===== src/rtl/dbgx_pkg.sv =====
package dbgx_pkg;
    localparam int OFF_W      = 3;
    localparam int CTL_DID_LO = 16;
    localparam int CAUSE_W    = 12;
    localparam int ATTR_W     = 9;

    localparam logic [OFF_W-1:0] OFF_ADDR = 3'd0;
    localparam logic [OFF_W-1:0] OFF_CTL  = 3'd1;
    localparam logic [OFF_W-1:0] OFF_RSLT = 3'd2;

    localparam logic [CAUSE_W-1:0] CAUSE_TYPE_DENIED = 12'd260;

    typedef enum logic [1:0] {
        DX_IDLE,
        DX_ISSUE,
        DX_WAIT,
        DX_FAULT
    } dx_state_e;
endpackage


===== src/rtl/dbgx_regs.sv =====
module dbgx_regs
    import dbgx_pkg::*;
#(
    parameter int DATA_W    = 64,
    parameter int DID_W     = 16,
    parameter bit CAP_DEBUG = 1'b1
) (
    input  logic              clk,
    input  logic              rst_n,
    input  logic              bus_valid,
    input  logic              bus_write,
    input  logic [OFF_W-1:0]  bus_off,
    input  logic [DATA_W-1:0] bus_wdata,
    input  logic              busy,
    input  logic [DATA_W-1:0] rslt,
    output logic              bus_rvalid,
    output logic [DATA_W-1:0] bus_rdata,
    output logic [DATA_W-1:0] addr_q,
    output logic [DID_W-1:0]  did_q,
    output logic              wr_q,
    output logic              launch
);
    logic              wr_en;
    logic              hit_addr;
    logic              hit_ctl;
    logic              err_q;
    logic [DATA_W-1:0] ctl_view;
    logic [DATA_W-1:0] rd_mux;

    always_comb begin
        ctl_view                          = '0;
        ctl_view[0]                       = busy;
        ctl_view[1]                       = err_q;
        ctl_view[2]                       = wr_q;
        ctl_view[CTL_DID_LO +: DID_W]     = did_q;
    end

    generate
        if (CAP_DEBUG) begin : g_present
            assign wr_en = bus_valid & bus_write;
            always_comb begin
                unique case (bus_off)
                    OFF_ADDR: rd_mux = addr_q;
                    OFF_CTL:  rd_mux = ctl_view;
                    OFF_RSLT: rd_mux = rslt;
                    default:  rd_mux = '0;
                endcase
            end
        end else begin : g_absent
            assign wr_en  = 1'b0;
            assign rd_mux = '0;
        end
    endgenerate

    assign hit_addr = wr_en && (bus_off == OFF_ADDR);
    assign hit_ctl  = wr_en && (bus_off == OFF_CTL);
    assign launch   = hit_ctl && !busy && bus_wdata[0];

    always_ff @(posedge clk) begin
        if (!rst_n) begin
            addr_q <= '0;
            did_q  <= '0;
            wr_q   <= 1'b0;
            err_q  <= 1'b0;
        end else if ((hit_addr || hit_ctl) && busy) begin
            err_q <= 1'b1;
        end else begin
            if (hit_addr) begin
                addr_q <= bus_wdata;
            end
            if (hit_ctl) begin
                did_q <= bus_wdata[CTL_DID_LO +: DID_W];
                wr_q  <= bus_wdata[2];
                if (bus_wdata[1]) begin
                    err_q <= 1'b0;
                end
            end
        end
    end

    always_ff @(posedge clk) begin
        if (!rst_n) begin
            bus_rvalid <= 1'b0;
            bus_rdata  <= '0;
        end else begin
            bus_rvalid <= bus_valid && !bus_write;
            if (bus_valid && !bus_write) begin
                bus_rdata <= rd_mux;
            end
        end
    end
endmodule


===== src/rtl/dbgx_fsm.sv =====
module dbgx_fsm
    import dbgx_pkg::*;
#(
    parameter int DATA_W = 64,
    parameter int PPN_W  = DATA_W - ATTR_W - 1
) (
    input  logic               clk,
    input  logic               rst_n,
    input  logic               launch,
    input  logic               granted,
    input  logic               rsp_hit,
    input  logic               rsp_fault,
    input  logic               rsp_mrif,
    input  logic [CAUSE_W-1:0] rsp_cause,
    input  logic [PPN_W-1:0]   rsp_ppn,
    input  logic [ATTR_W-1:0]  rsp_attr,
    input  logic               fq_ready,
    output logic               busy,
    output logic               issue,
    output logic               waiting,
    output logic               fq_valid,
    output logic [CAUSE_W-1:0] fq_cause,
    output logic [DATA_W-1:0]  rslt
);
    dx_state_e st_q, st_d;
    logic      rsp_bad;

    assign rsp_bad = rsp_fault || rsp_mrif;

    always_ff @(posedge clk) begin
        if (!rst_n) st_q <= DX_IDLE;
        else        st_q <= st_d;
    end

    always_comb begin
        st_d = st_q;
        unique case (st_q)
            DX_IDLE:  if (launch)   st_d = DX_ISSUE;
            DX_ISSUE: if (granted)  st_d = DX_WAIT;
            DX_WAIT:  if (rsp_hit)  st_d = rsp_bad ? DX_FAULT : DX_IDLE;
            DX_FAULT: if (fq_ready) st_d = DX_IDLE;
            default:                st_d = DX_IDLE;
        endcase
    end

    always_comb begin
        busy     = (st_q != DX_IDLE);
        issue    = (st_q == DX_ISSUE);
        waiting  = (st_q == DX_WAIT);
        fq_valid = (st_q == DX_FAULT);
    end

    always_ff @(posedge clk) begin
        if (!rst_n) begin
            fq_cause <= '0;
            rslt     <= '0;
        end else begin
            if (waiting && rsp_hit) begin
                fq_cause <= rsp_mrif ? CAUSE_TYPE_DENIED : rsp_cause;
                if (!rsp_bad) begin
                    rslt <= {rsp_ppn, rsp_attr, 1'b0};
                end
            end
            if (fq_valid && fq_ready) begin
                rslt <= {{(DATA_W-1){1'b0}}, 1'b1};
            end
        end
    end
endmodule


===== src/rtl/dbgx_arb.sv =====
module dbgx_arb (
    input  logic clk,
    input  logic rst_n,
    input  logic dbg_req,
    input  logic dev_req,
    input  logic eng_ready,
    output logic gnt_dbg,
    output logic gnt_dev,
    output logic eng_valid
);
    logic favor_dbg_q;

    assign gnt_dbg   = dbg_req && (!dev_req || favor_dbg_q);
    assign gnt_dev   = dev_req && !gnt_dbg;
    assign eng_valid = dbg_req || dev_req;

    always_ff @(posedge clk) begin
        if (!rst_n) begin
            favor_dbg_q <= 1'b0;
        end else if (eng_valid && eng_ready) begin
            favor_dbg_q <= gnt_dev;
        end
    end
endmodule


===== src/rtl/dbg_xlate_ctrl.sv =====
module dbg_xlate_ctrl
    import dbgx_pkg::*;
#(
    parameter int DATA_W    = 64,
    parameter int DID_W     = 16,
    parameter bit CAP_DEBUG = 1'b1,
    parameter int PPN_W     = DATA_W - ATTR_W - 1
) (
    input  logic               clk,
    input  logic               rst_n,
    input  logic               bus_valid,
    output logic               bus_ready,
    input  logic               bus_write,
    input  logic [OFF_W-1:0]   bus_off,
    input  logic [DATA_W-1:0]  bus_wdata,
    output logic               bus_rvalid,
    output logic [DATA_W-1:0]  bus_rdata,
    input  logic               dev_req_valid,
    output logic               dev_req_ready,
    input  logic [DATA_W-1:0]  dev_req_iova,
    input  logic [DID_W-1:0]   dev_req_did,
    input  logic               dev_req_write,
    input  logic               dev_req_untrans,
    output logic               eng_req_valid,
    input  logic               eng_req_ready,
    output logic [DATA_W-1:0]  eng_req_iova,
    output logic [DID_W-1:0]   eng_req_did,
    output logic               eng_req_write,
    output logic               eng_req_untrans,
    output logic               eng_req_dbg,
    input  logic               eng_rsp_valid,
    input  logic               eng_rsp_dbg,
    input  logic               eng_rsp_fault,
    input  logic               eng_rsp_mrif,
    input  logic [CAUSE_W-1:0] eng_rsp_cause,
    input  logic [PPN_W-1:0]   eng_rsp_ppn,
    input  logic [ATTR_W-1:0]  eng_rsp_attr,
    output logic               dev_rsp_valid,
    output logic               dev_rsp_fault,
    output logic [CAUSE_W-1:0] dev_rsp_cause,
    output logic [PPN_W-1:0]   dev_rsp_ppn,
    output logic [ATTR_W-1:0]  dev_rsp_attr,
    output logic               fq_valid,
    input  logic               fq_ready,
    output logic [CAUSE_W-1:0] fq_cause,
    output logic [DATA_W-1:0]  fq_iova,
    output logic [DID_W-1:0]   fq_did,
    output logic               pmu_untrans
);
    logic              dbg_busy;
    logic              dbg_issue;
    logic              dbg_wait;
    logic              dbg_launch;
    logic [DATA_W-1:0] dbg_rslt;
    logic [DATA_W-1:0] dbg_addr;
    logic [DID_W-1:0]  dbg_did;
    logic              dbg_wr;
    logic              gnt_dbg;
    logic              gnt_dev;

    assign bus_ready = 1'b1;

    dbgx_regs #(
        .DATA_W(DATA_W), .DID_W(DID_W), .CAP_DEBUG(CAP_DEBUG)
    ) u_regs (
        .clk(clk), .rst_n(rst_n),
        .bus_valid(bus_valid), .bus_write(bus_write),
        .bus_off(bus_off), .bus_wdata(bus_wdata),
        .busy(dbg_busy), .rslt(dbg_rslt),
        .bus_rvalid(bus_rvalid), .bus_rdata(bus_rdata),
        .addr_q(dbg_addr), .did_q(dbg_did), .wr_q(dbg_wr),
        .launch(dbg_launch)
    );

    dbgx_arb u_arb (
        .clk(clk), .rst_n(rst_n),
        .dbg_req(dbg_issue), .dev_req(dev_req_valid),
        .eng_ready(eng_req_ready),
        .gnt_dbg(gnt_dbg), .gnt_dev(gnt_dev),
        .eng_valid(eng_req_valid)
    );

    dbgx_fsm #(.DATA_W(DATA_W), .PPN_W(PPN_W)) u_fsm (
        .clk(clk), .rst_n(rst_n),
        .launch(dbg_launch),
        .granted(gnt_dbg && eng_req_ready),
        .rsp_hit(eng_rsp_valid && eng_rsp_dbg),
        .rsp_fault(eng_rsp_fault), .rsp_mrif(eng_rsp_mrif),
        .rsp_cause(eng_rsp_cause), .rsp_ppn(eng_rsp_ppn),
        .rsp_attr(eng_rsp_attr), .fq_ready(fq_ready),
        .busy(dbg_busy), .issue(dbg_issue), .waiting(dbg_wait),
        .fq_valid(fq_valid), .fq_cause(fq_cause), .rslt(dbg_rslt)
    );

    assign dev_req_ready   = gnt_dev && eng_req_ready;
    assign eng_req_dbg     = gnt_dbg;
    assign eng_req_iova    = gnt_dbg ? dbg_addr : dev_req_iova;
    assign eng_req_did     = gnt_dbg ? dbg_did  : dev_req_did;
    assign eng_req_write   = gnt_dbg ? dbg_wr   : dev_req_write;
    assign eng_req_untrans = gnt_dbg || dev_req_untrans;
    assign pmu_untrans     = eng_req_valid && eng_req_ready && eng_req_untrans;

    assign dev_rsp_valid = eng_rsp_valid && !eng_rsp_dbg;
    assign dev_rsp_fault = eng_rsp_fault;
    assign dev_rsp_cause = eng_rsp_cause;
    assign dev_rsp_ppn   = eng_rsp_ppn;
    assign dev_rsp_attr  = eng_rsp_attr;

    assign fq_iova = dbg_addr;
    assign fq_did  = dbg_did;
endmodule


===== config.mk =====
export PLATFORM = sky130hd
export DESIGN_NAME = dbg_xlate_ctrl
export DESIGN_NICKNAME = d
export VERILOG_FILES = /design/src/rtl/dbgx_pkg.sv /design/src/rtl/dbgx_regs.sv /design/src/rtl/dbgx_fsm.sv /design/src/rtl/dbgx_arb.sv /design/src/rtl/dbg_xlate_ctrl.sv
export SDC_FILE = /design/constraint.sdc
export NUM_CORES = 1
export LEC_CHECK = 0
export BUFFER_PORTS_ARGS = -buffer_cell sky130_fd_sc_hd__buf_2
export CAP_MARGIN = 20
export CORE_AREA = 2 2 216 218
export CTS_CLUSTER_SIZE = 24
export DETAILED_ROUTE_END_ITERATION = 12
export DIE_AREA = 0 0 218 220
export GPL_ROUTABILITY_DRIVEN = 0
export PLACE_DENSITY = 0.48
export SYNTH_ARGS = -nofsm -noshare
export SYNTH_HDL_FRONTEND = slang
export SYNTH_SLANG_ARGS = --single-unit

===== constraint.sdc =====
create_clock -name clk -period 4.35 [get_ports clk]
set_input_delay 0.87 -clock clk [delete_from_list [all_inputs] [get_ports clk]]
set_output_delay 0.87 -clock clk [all_outputs]
set_load 0.05 [all_outputs]

==> results.toml, run 1 <==
[run_status]
status = "finished clean"

[detailed_routing]
first_pass_iters = 5
ant_nets = 0
routed_wl_um = 43160
drc = 0
drtIter0Drc = 510
vias_per_cell = 4.662
via_count = 10490
avgRoutedWirePerCell_um = 19.18

[worst_setup_path]
reg2reg_from = "u_fsm.st_q[1]"
cp_slowest_stage_delay_ns = 0.62
startpoint_type = "flop"
crit_buf_inv = 2
worstRegToRegCells = 4
cp_max_fo = 84
slowest_stage = "dfxtp_1"
r2r_setup_slack_ns = 2.10
setup.worst_path.end_class = "output pin"
crit_path_start = "u_fsm.st_q[1]"
arrival_ns = 2.54
crit_family = "flip-flops"
path_cells = "nor2b_1, nand2_4, buf_12, mux2_2, buf_2"
reg2reg_to = "u_fsm.rslt[31]"
crit_type = "reg2out"
worstPathRequired_ns = 3.48

[flow_run]
maxCapViolCount = 0

[logic_synthesis]
avgSynthCellArea_um2 = 9.190
yosysSeqAreaShare_pct = 40.85
ys_ff_latch = 226
postSynthCellCount = 1205
async_reset_ff_share_pct = 0
ys_warn_count = 0
synth_top_cell_by_area = "dfxtp_1"
syn-num-nets = 1440
synth_top_area_share_pct = 40.85
synth-main-ff-cell = "dfxtp_1"
netlist_area_um2 = 11070
ys_top_cells_by_area = "dfxtp_1, mux2_2, mux2i_1"
synth_edf_count = 0
ys_types = 46

[layout]
drive_gt1_share_pct = 46.22
final_nets = 1859
fin_util_pct = 31.66
fin_area_um2 = 14520
area_delta_synth_final_pct = 31.10

[power_and_ir_drop]
ir_worst_vdd_mv = 0.2408
power_density_nw_per_um2 = 362.2
p_leak_nw = 6.406

[clocking]
ctsHoldBuffers = 0
cts_resized = 0
cts_tree = "done"
clkTransAtPathRegs_ns = 0.06
insertion_delay_ns = 0.55
cts_max_level = 1
cts_buffers = 26
clk_path_buf_depth = 3
clock-sinks = 226
post-cts-setup-buffers = 0
root_buffer = "clkbuf_16"

[floorplan]
rows = 79
fp.dieH_um = 220
die-area_um2 = 47960
pin_count = 557
coreArea_um2 = 45860
die_width_um = 218
initial_core_util_pct = 24.15

[sta]
timing.fmax_mhz = 293.1
tightestPinTransition_ns = 0.9859
setup_violations = 0
relSlewSlack_pct = 34.27
skew_ns = 0.01645
finalCritPeriodShare_pct = 78.43
rsz0062_at_grt = "false"
min_period_ns = 3.412
finalHoldViolations = 0
slew_viol_final = 0
setup_tns_ns = 0

[grt]
grt_pass1_vias = 9756
antenna_found_initial = 3
grtUsageTotal_pct = 16.82
grt_pass1_wl_um = 61490
gr-total-overflow = 0
grt_start_max_net_pins = 85

[placed_design]
io_buffers = 555
hpwlAfterDp_um = 30980
place_area_um2 = 13650

[min_path]
hold_path.class = "reg2reg"
min_from = "u_fsm.fq_cause[10]"
hold_depth = 2
whs_endpoint = "u_fsm.fq_cause[10]"
-- kinds of logic (layout without fill, tap and decap cells) --
group           count (synthesis)  after routing  share of synthesized area [%]
flops                         226            226                          40.85
buf+inv                       190            627                          10.81
simple gates                  311            311                          13.05
compound gates                268            268                          14.94
mux                           209            209                          20.31
other cells                     1              2                        0.03386
-- how the worst max path moves through the flow --
stage	depth (start not counted)	endpoint
3_5_place_dp	6	eng_req_iova[3]
4_1_cts	5	eng_req_iova[3]
6_report	5	eng_req_iova[3]
2_1_floorplan	6	pmu_untrans
5_1_grt	5	eng_req_iova[18]
3_3_place_gp	6	eng_req_iova[9]
-- per-stage QoR --
stage	instances	hold WS, ns	total power [mW]	setup slack [ns]
2_1_floorplan	1205	0.4395	2.841	1.311
3_3_place_gp	2203	0.4364	3.091	1.275
3_5_place_dp	2203	0.4458	3.093	1.226
4_1_cts	2249	0.4544	5.337	0.9129
5_1_grt	2249	0.4701	5.451	0.8096
6_report	2250	0.4511	5.259	0.9384
-- cell usage after synthesis, types with 18 or more instances --
library cell	n
dfxtp_1	226
nand2_1	143
mux2_2	126
a21oi_1	92
buf_4	83
mux2i_1	83
nand3_1	83
o21ai_0	81
clkbuf_1	50
nor2_1	50
a22oi_1	45
buf_2	41
a22o_1	19
o2bb2ai_1	18
-- state kept, by name, indices dropped and copies added, names as in the netlist --
signal             count
u_fsm.rslt            64
u_regs.did_q          16
u_regs.wr_q            1
u_regs.addr_q         64
u_fsm.fq_cause        12
u_regs.bus_rdata      64
u_fsm.st_q             2
u_regs.err_q           1
u_regs.bus_rvalid      1
u_arb.favor_dbg_q      1
-- routing by layer --
layer	track usage (%)	vias to the layer above	share of wire [%]
met2	29.78	418	49
met1	20.83	4999	42
li1	-	5013	-
met4	4.717	4	2.7
met3	2.968	55	5.8
met5	0	-	0.067
-- layout make-up --
type	instances	area, um^2
repair buffers	577	2973
clock buffers	43	845.8
flip-flops and latches	226	4524
multi-input cells	789	5379
clock inverters	3	18.77
fillers	4819	31350
inverters	4	16.27
well taps	607	759.5
diodes	1	2.502
-- tightest hold or removal path: stages (launching register included) --
cell and delay (ns):
dfxtp_1 0.31, nand2_1 0.05, a21oi_1 0.05
-- cell usage in the layout, fill, tap and decap left out, types with 10 or more instances in the layout --
master and count:
buf_2 553, dfxtp_1 226, nand2_1 141, mux2_2 126, a21oi_1 92, nand3_1 83
mux2i_1 83, o21ai_0 81, nor2_1 49, a22oi_1 45, clkbuf_16 27, buf_4 22
a22o_1 19, o2bb2ai_1 18, clkbuf_8 11, nand3b_1 10
-- power by group --
group	switching, mW	total (mW)	internal [mW]
logic	0.681	0.937	0.257
registers	0.0199	2.11	2.09
clock network	0.903	2.22	1.31
Note: power is estimated with default switching activity, not from simulation.
==> run 2: changes to the inputs <==
--- a/config.mk
+++ b/config.mk
@@ -5,6 +5,7 @@
 export SDC_FILE = /design/constraint.sdc
 export NUM_CORES = 1
 export LEC_CHECK = 0
+export ABC_AREA = 1
 export BUFFER_PORTS_ARGS = -buffer_cell sky130_fd_sc_hd__buf_2
 export CAP_MARGIN = 20
 export CORE_AREA = 2 2 216 218
==> constraint.sdc (replaced) <==
create_clock -name clk -period 2.9 [get_ports clk]
set_input_delay 0.58 -clock clk [delete_from_list [all_inputs] [get_ports clk]]
set_output_delay 0.58 -clock clk [all_outputs]
set_load 0.05 [all_outputs]
==> run 2 against run 1 <==
Compared with the run above: register-to-register slack worse by 1.0 ns; routed wire length is 0.46% lower; clock power rose by 48%; via count rose by 5.0%; die area unchanged; largest power group unchanged; sequential share of layout area grew 1.3 points; hold slack got worse by 0.20 ns; setup slack lost 0.81 ns; synthesized area is 7.5% lower; critical path type unchanged.
==> results.toml, run 2 <==
[run_status]
status = "finished clean"

[detailed_routing]
first_pass_iters = 5
drc = 0
ant_nets = 0
vias_per_cell = 4.403
via_count = 11010
drtIter0Drc = 582
avgRoutedWirePerCell_um = 17.18
routed_wl_um = 42960

[logic_synthesis]
yosysSeqAreaShare_pct = 44.17
ys_warn_count = 0
syn-num-nets = 1674
yosys-top-cells-count = "nand2_1, dfxtp_1, nor2_1, o21ai_0, a21oi_1"
netlist_area_um2 = 10240
ys_types = 25
avgSynthCellArea_um2 = 7.119
async_reset_ff_share_pct = 0
synth.most_common_cell = "nand2_1"
ys_ff_latch = 226
synth_edf_count = 0
ys_top_cells_by_area = "dfxtp_1, nand2_1, o21ai_0"
synth-main-ff-cell = "dfxtp_1"
synth_top_area_share_pct = 44.17
postSynthCellCount = 1439
synth_top_cell_by_area = "dfxtp_1"

[worst_setup_path]
crit_family = "buffers and inverters"
worstPathRequired_ns = 2.32
setup.worst_path.end_class = "output pin"
cp_slowest_stage_delay_ns = 0.33
cp_common_cell = "inv_1"
arrival_ns = 2.20
cp_max_fo = 61
crit_buf_inv = 4
crit_type = "reg2out"
slowest_stage = "dfxtp_1"
path_cells = "inv_1, nand2_1, inv_1, nand2_4, buf_12, o21ai_0, buf_2"
startpoint_type = "flop"

[floorplan]
pin_count = 557
die-area_um2 = 47960
initial_core_util_pct = 22.33
fp.dieH_um = 220
rows = 79
coreArea_um2 = 45860
die_width_um = 218

[clocking]
cts_tree = "done"
cts_resized = 0
post-cts-setup-buffers = 0
clk_path_buf_depth = 3
cts_max_level = 1
cts_buffers = 28
clock-sinks = 226
root_buffer = "clkbuf_16"
ctsHoldBuffers = 0
insertion_delay_ns = 0.57
clkTransAtPathRegs_ns = 0.06

[grt]
grtUsageTotal_pct = 16.68
grt_pass1_wl_um = 61230
antenna_found_initial = 2
gr-total-overflow = 0
grt_start_max_net_pins = 81
grt_pass1_vias = 10000

[sta]
tightestPinTransition_ns = 0.9417
skew_ns = 0.01670
fin_ws_ns = 0.1235
rsz0062_at_grt = "false"
min_period_ns = 2.777
slew_viol_final = 0
finalHoldViolations = 0
relSlewSlack_pct = 37.22
setup_violations = 0
timing.fmax_mhz = 360.2
setup_tns_ns = 0
worst_hold_slack_ns = 0.2543
finalCritPeriodShare_pct = 95.74

[layout]
final_common_cell = "buf_2"
nFillCells = 5082
top_regs = "u_fsm.rslt: 64 flops, u_regs.addr_q: 64 flops, u_regs.bus_rdata: 64 flops"
drive_gt1_share_pct = 33.60
area_delta_synth_final_pct = 36.20
most-common-layout-cells = "buf_2, nand2_1, dfxtp_1"
final_nets = 2107

[power_and_ir_drop]
p_leak_nw = 6.423
power_density_nw_per_um2 = 636.2
ir_worst_vdd_mv = 0.3579

[placed_design]
io_buffers = 555
hpwlAfterDp_um = 30840
dp_slack_ns = 0.5656

[min_path]
hold_path.class = "in2reg"

[flow_run]
maxCapViolCount = 0
==> run 2: final timing paths <==
path                          start           endpoint  slack [ns]  depth (start not counted)
hold / removal        bus_wdata[25]  u_regs.addr_q[25]        0.25                          3
hold reg to reg   u_fsm.fq_cause[2]  u_fsm.fq_cause[2]        0.46                          2
setup reg to reg      u_fsm.st_q[0]     u_fsm.rslt[17]        1.07                          7
setup / recovery      u_fsm.st_q[1]   eng_req_iova[10]        0.12                          7
==> run 2: final cells by class <==
type                       count  area [um^2]  area share [%]
sequential                   226         4524           32.43
multi-input combinational    908         4260           30.54
timing repair buffer         576         3050           21.86
clock buffer                  41        789.5           5.659
tap                          607        759.5           5.443
inverter                     132        498.0           3.569
clock inverter                10        67.56          0.4843
antenna                        1        2.502         0.01794
==> run 2: power breakdown <==
group | switching, mW | leakage (nW) | internal, mW
Combinational | 1.81 | 4.18 | 0.529
Sequential | 0.0545 | 1.82 | 3.19
Clock | 1.41 | 0.423 | 1.88
==> run 2: cell families (layout without fill, tap and decap cells) <==
| kind of cell | Yosys count | after routing | synth area share [%] |
|---|---|---|---|
| compound gates | 387 | 387 | 21.49 |
| buf+inv | 305 | 759 | 14.63 |
| simple gates | 520 | 520 | 19.68 |
| other cells | 1 | 2 | 0.03661 |
| flops | 226 | 226 | 44.17 |
==> run 2: through the flow <==
step / cell area, um^2 / utilization, % / std cells / power [mW]
after floorplan: 10240 / - / 1439 / 5.008
after global placement: 13090 / 28.55 / 2449 / 5.651
after detailed placement: 13090 / 28.55 / 2449 / 5.665
after CTS: 13950 / 30.42 / 2500 / 9.018
after global routing: 13950 / 30.42 / 2500 / 9.269
final: 13950 / 30.42 / 2501 / 8.876
==> run 2: routing by layer <==
layer / GRT usage [%] / part of all wire, % / vias to the layer above
met1: 20.95 / 43 / 5105
met5: 0 / 0.030 / -
met4: 4.195 / 2.3 / 2
met3: 2.926 / 5.8 / 56
li1: - / - / 5485
met2: 29.40 / 49 / 364
==> run 2: worst min-delay path, delay by kind of cell <==
kind	cells	cell delay [ns]
and+or+nand+nor	2	0.12
buffers and inverters	1	0.09
==> run 3: changes to the inputs <==
--- a/config.mk
+++ b/config.mk
@@ -8,12 +8,13 @@
 export ABC_AREA = 1
 export BUFFER_PORTS_ARGS = -buffer_cell sky130_fd_sc_hd__buf_2
 export CAP_MARGIN = 20
-export CORE_AREA = 2 2 216 218
+export CORE_AREA = 2 2 215 217
 export CTS_CLUSTER_SIZE = 24
 export DETAILED_ROUTE_END_ITERATION = 12
-export DIE_AREA = 0 0 218 220
+export DIE_AREA = 0 0 217 219
 export GPL_ROUTABILITY_DRIVEN = 0
-export PLACE_DENSITY = 0.48
+export PLACE_DENSITY = 0.5
 export SYNTH_ARGS = -nofsm -noshare
 export SYNTH_HDL_FRONTEND = slang
+export SYNTH_HIERARCHICAL = 1
 export SYNTH_SLANG_ARGS = --single-unit
==> run 3 against run 2 <==
Compared with the run above: hold slack better by 0.024 ns; power down 1.1%; utilization up 1.7 points; via count up 11%; clock skew down 0.0054 ns; die area down 0.91%; non-clock buffer count up 6; critical endpoint is now eng_req_iova[32]; highest routed layer unchanged.
==> results.toml, run 3 <==
[run_status]
status = "finished clean"

[floorplan]
fp.dieH_um = 219
pin_count = 557
coreArea_um2 = 45090
die_width_um = 217
initial_core_util_pct = 24.40
rows = 78
die-area_um2 = 47520

[logic_synthesis]
avgSynthCellArea_um2 = 6.763
synth-main-ff-cell = "dfxtp_1"
yosysSeqAreaShare_pct = 41.12
ys_warn_count = 6
postSynthCellCount = 1627
syn-num-nets = 1862
synth_edf_count = 0
ys_ff_latch = 226
async_reset_ff_share_pct = 0
synth.most_common_cell = "nand2_1"
netlist_area_um2 = 11000
synth_top_cell_by_area = "dfxtp_1"
ys_types = 23
ys_top_cells_by_area = "dfxtp_1, nand2_1, nand3_1"
synth_top_area_share_pct = 41.12
yosys-top-cells-count = "nand2_1, dfxtp_1, nand3_1, a21oi_1, nor2_1"

[detailed_routing]
ant_nets = 0
first_pass_iters = 5
drt-met1-wl_um = 19940
drtIter0Drc = 834
routed_wl_um = 46990
avgRoutedWirePerCell_um = 17.73
drc = 0
top_layer = "met5"
vias_per_cell = 4.622
wl_met2_um = 22860
dr_wl_met3_um = 3099
via_count = 12250

[worst_setup_path]
crit_buf_inv = 6
cp_max_fo = 41
reg2reg_from = "u_fsm/st_q[0]"
cp_slowest_stage_delay_ns = 0.38
crit_type = "reg2out"
crit_path_start = "u_fsm/st_q[0]"
startpoint_type = "flop"
arrival_ns = 2.25
worstPathRequired_ns = 2.32
path_cells = "inv_1, nor2_2, inv_1, a21oi_4, buf_12, inv_4, buf_16, nand2_1, nand2_1, buf_4"
setup.worst_path.end_class = "output pin"
slowest_stage = "dfxtp_4"
crit_family = "buffers and inverters"

[layout]
top_regs = "u_fsm/rslt: 64 flops, u_regs/addr_q: 64 flops, u_regs/bus_rdata: 64 flops"
final_common_cell = "buf_2"
final_nets = 2276
finalNonFillerCells = 2651
area_delta_synth_final_pct = 31.42
nFillCells = 5011
most-common-layout-cells = "buf_2, nand2_1, dfxtp_1"
drive_gt1_share_pct = 30.93

[sta]
relSlewSlack_pct = 27.04
skew_ns = 0.01133
tightestPinTransition_ns = 1.094
min_period_ns = 2.826
finalCritPeriodShare_pct = 97.46
timing.fmax_mhz = 353.8
slew_viol_final = 0
finalHoldViolations = 0
rsz0062_at_grt = "true"
setup_violations = 0

[placed_design]
io_buffers = 555
dp.cells = 2609
hpwlAfterDp_um = 31370

[clocking]
cts_max_level = 1
cts_buffers = 27
insertion_delay_ns = 0.54
clkTransAtPathRegs_ns = 0.06
clock-sinks = 226
clk_path_buf_depth = 3
ctsHoldBuffers = 0
root_buffer = "clkbuf_16"
cts_tree = "done"

[power_and_ir_drop]
fin_total_pwr_mw = 8.777
power_density_nw_per_um2 = 607.0
ir_worst_vdd_mv = 0.3955
p_leak_nw = 6.838

[grt]
antenna_found_initial = 3
gr-total-overflow = 0
grt_pass1_vias = 11020
grt_pass1_wl_um = 66670
grtUsageTotal_pct = 18.03
grt_start_max_net_pins = 129

[min_path]
hold_path.class = "in2reg"
min_from = "bus_wdata[50]"

[flow_run]
maxCapViolCount = 0
[run 3: changes by cell type in the layout (fill, tap and decap cells not counted), moves of 6 or more]
| cell | change |
|---|---|
| o211ai_1 | -20 |
| o21ai_1 | +68 |
| clkinv_2 | -7 |
| o22ai_1 | -45 |
| buf_4 | +6 |
| o21ai_0 | -67 |
| nand4_1 | +28 |
| a21oi_1 | +30 |
| inv_1 | -43 |
| nand3_1 | +155 |
| a211oi_1 | -63 |
| nand2_1 | +116 |
[run 3: kinds of logic (layout without fill, tap and decap cells)]
kind of cell    count (synthesis)  in the layout  share of synthesized area [%]
compound gates                292            292                          13.35
buf+inv                       288            711                          14.59
flops                         226            226                          41.12
other cells                     1              2                        0.03408
simple gates                  820            820                          30.91
[run 3: stage by stage]
step | setup WS (ns) | util, % | area [um^2] | setup TNS (ns) | hold WS [ns]
floorplan | 0.1121 | - | 11000 | 0 | 0.4233
global placement | 0.3373 | 30.16 | 13600 | 0 | 0.4315
detailed placement | 0.2547 | 30.16 | 13600 | 0 | 0.4344
CTS | 0.01694 | 31.85 | 14360 | 0 | 0.2381
global route | -0.02157 | 32.07 | 14460 | -0.09879 | 0.2568
finish | 0.07373 | 32.07 | 14460 | 0 | 0.2787
[run 3: power by group]
group	internal (mW)	total (mW)	switching (mW)
Clock	1.75	3.03	1.28
Combinational	0.573	2.47	1.90
Sequential	3.19	3.28	0.0854
Total	5.51	8.78	3.26
[run 3: final timing paths]
path | cells after the start | slack, ns | to
setup / recovery | 10 | 0.07 | eng_req_iova[32]
hold / removal | 3 | 0.28 | u_regs/addr_q[50]
setup reg to reg | 14 | 0.80 | u_fsm/st_q[0]
hold reg to reg | 2 | 0.44 | u_fsm/rslt[47]
[run 3: layout make-up]
class                   count  area [um^2]  area share [%]
diodes                      1        2.502         0.01731
clock buffers              38        747.0           5.166
inverters                  91        349.1           2.414
multi-input cells        1113         4906           33.93
flip-flops and latches    226         4529           31.32
well taps                 600        750.7           5.192
repair buffers            582         3176           21.96
[run 3: tightest hold or removal path: cells and delay by family]
family                 cells  cell delay, ns
AOI/OAI and AO/OA          1            0.05
and+or+nand+nor            1            0.07
buffers and inverters      1            0.07
[run 3: repair_timing]
item | CTS | global route
endpoints found under the setup margin | 44 | 80
pin swaps | 0 | 0
resized for setup | 6 | 12
cloned | 0 | 2
buffers inserted | 0 | 1
[run 3: metal layers]
metal,GRT usage (%),vias to the layer above
met3,3.479,60
met2,30.96,492
met5,0,-
met4,4.475,4
li1,-,5994
met1,23.15,5703
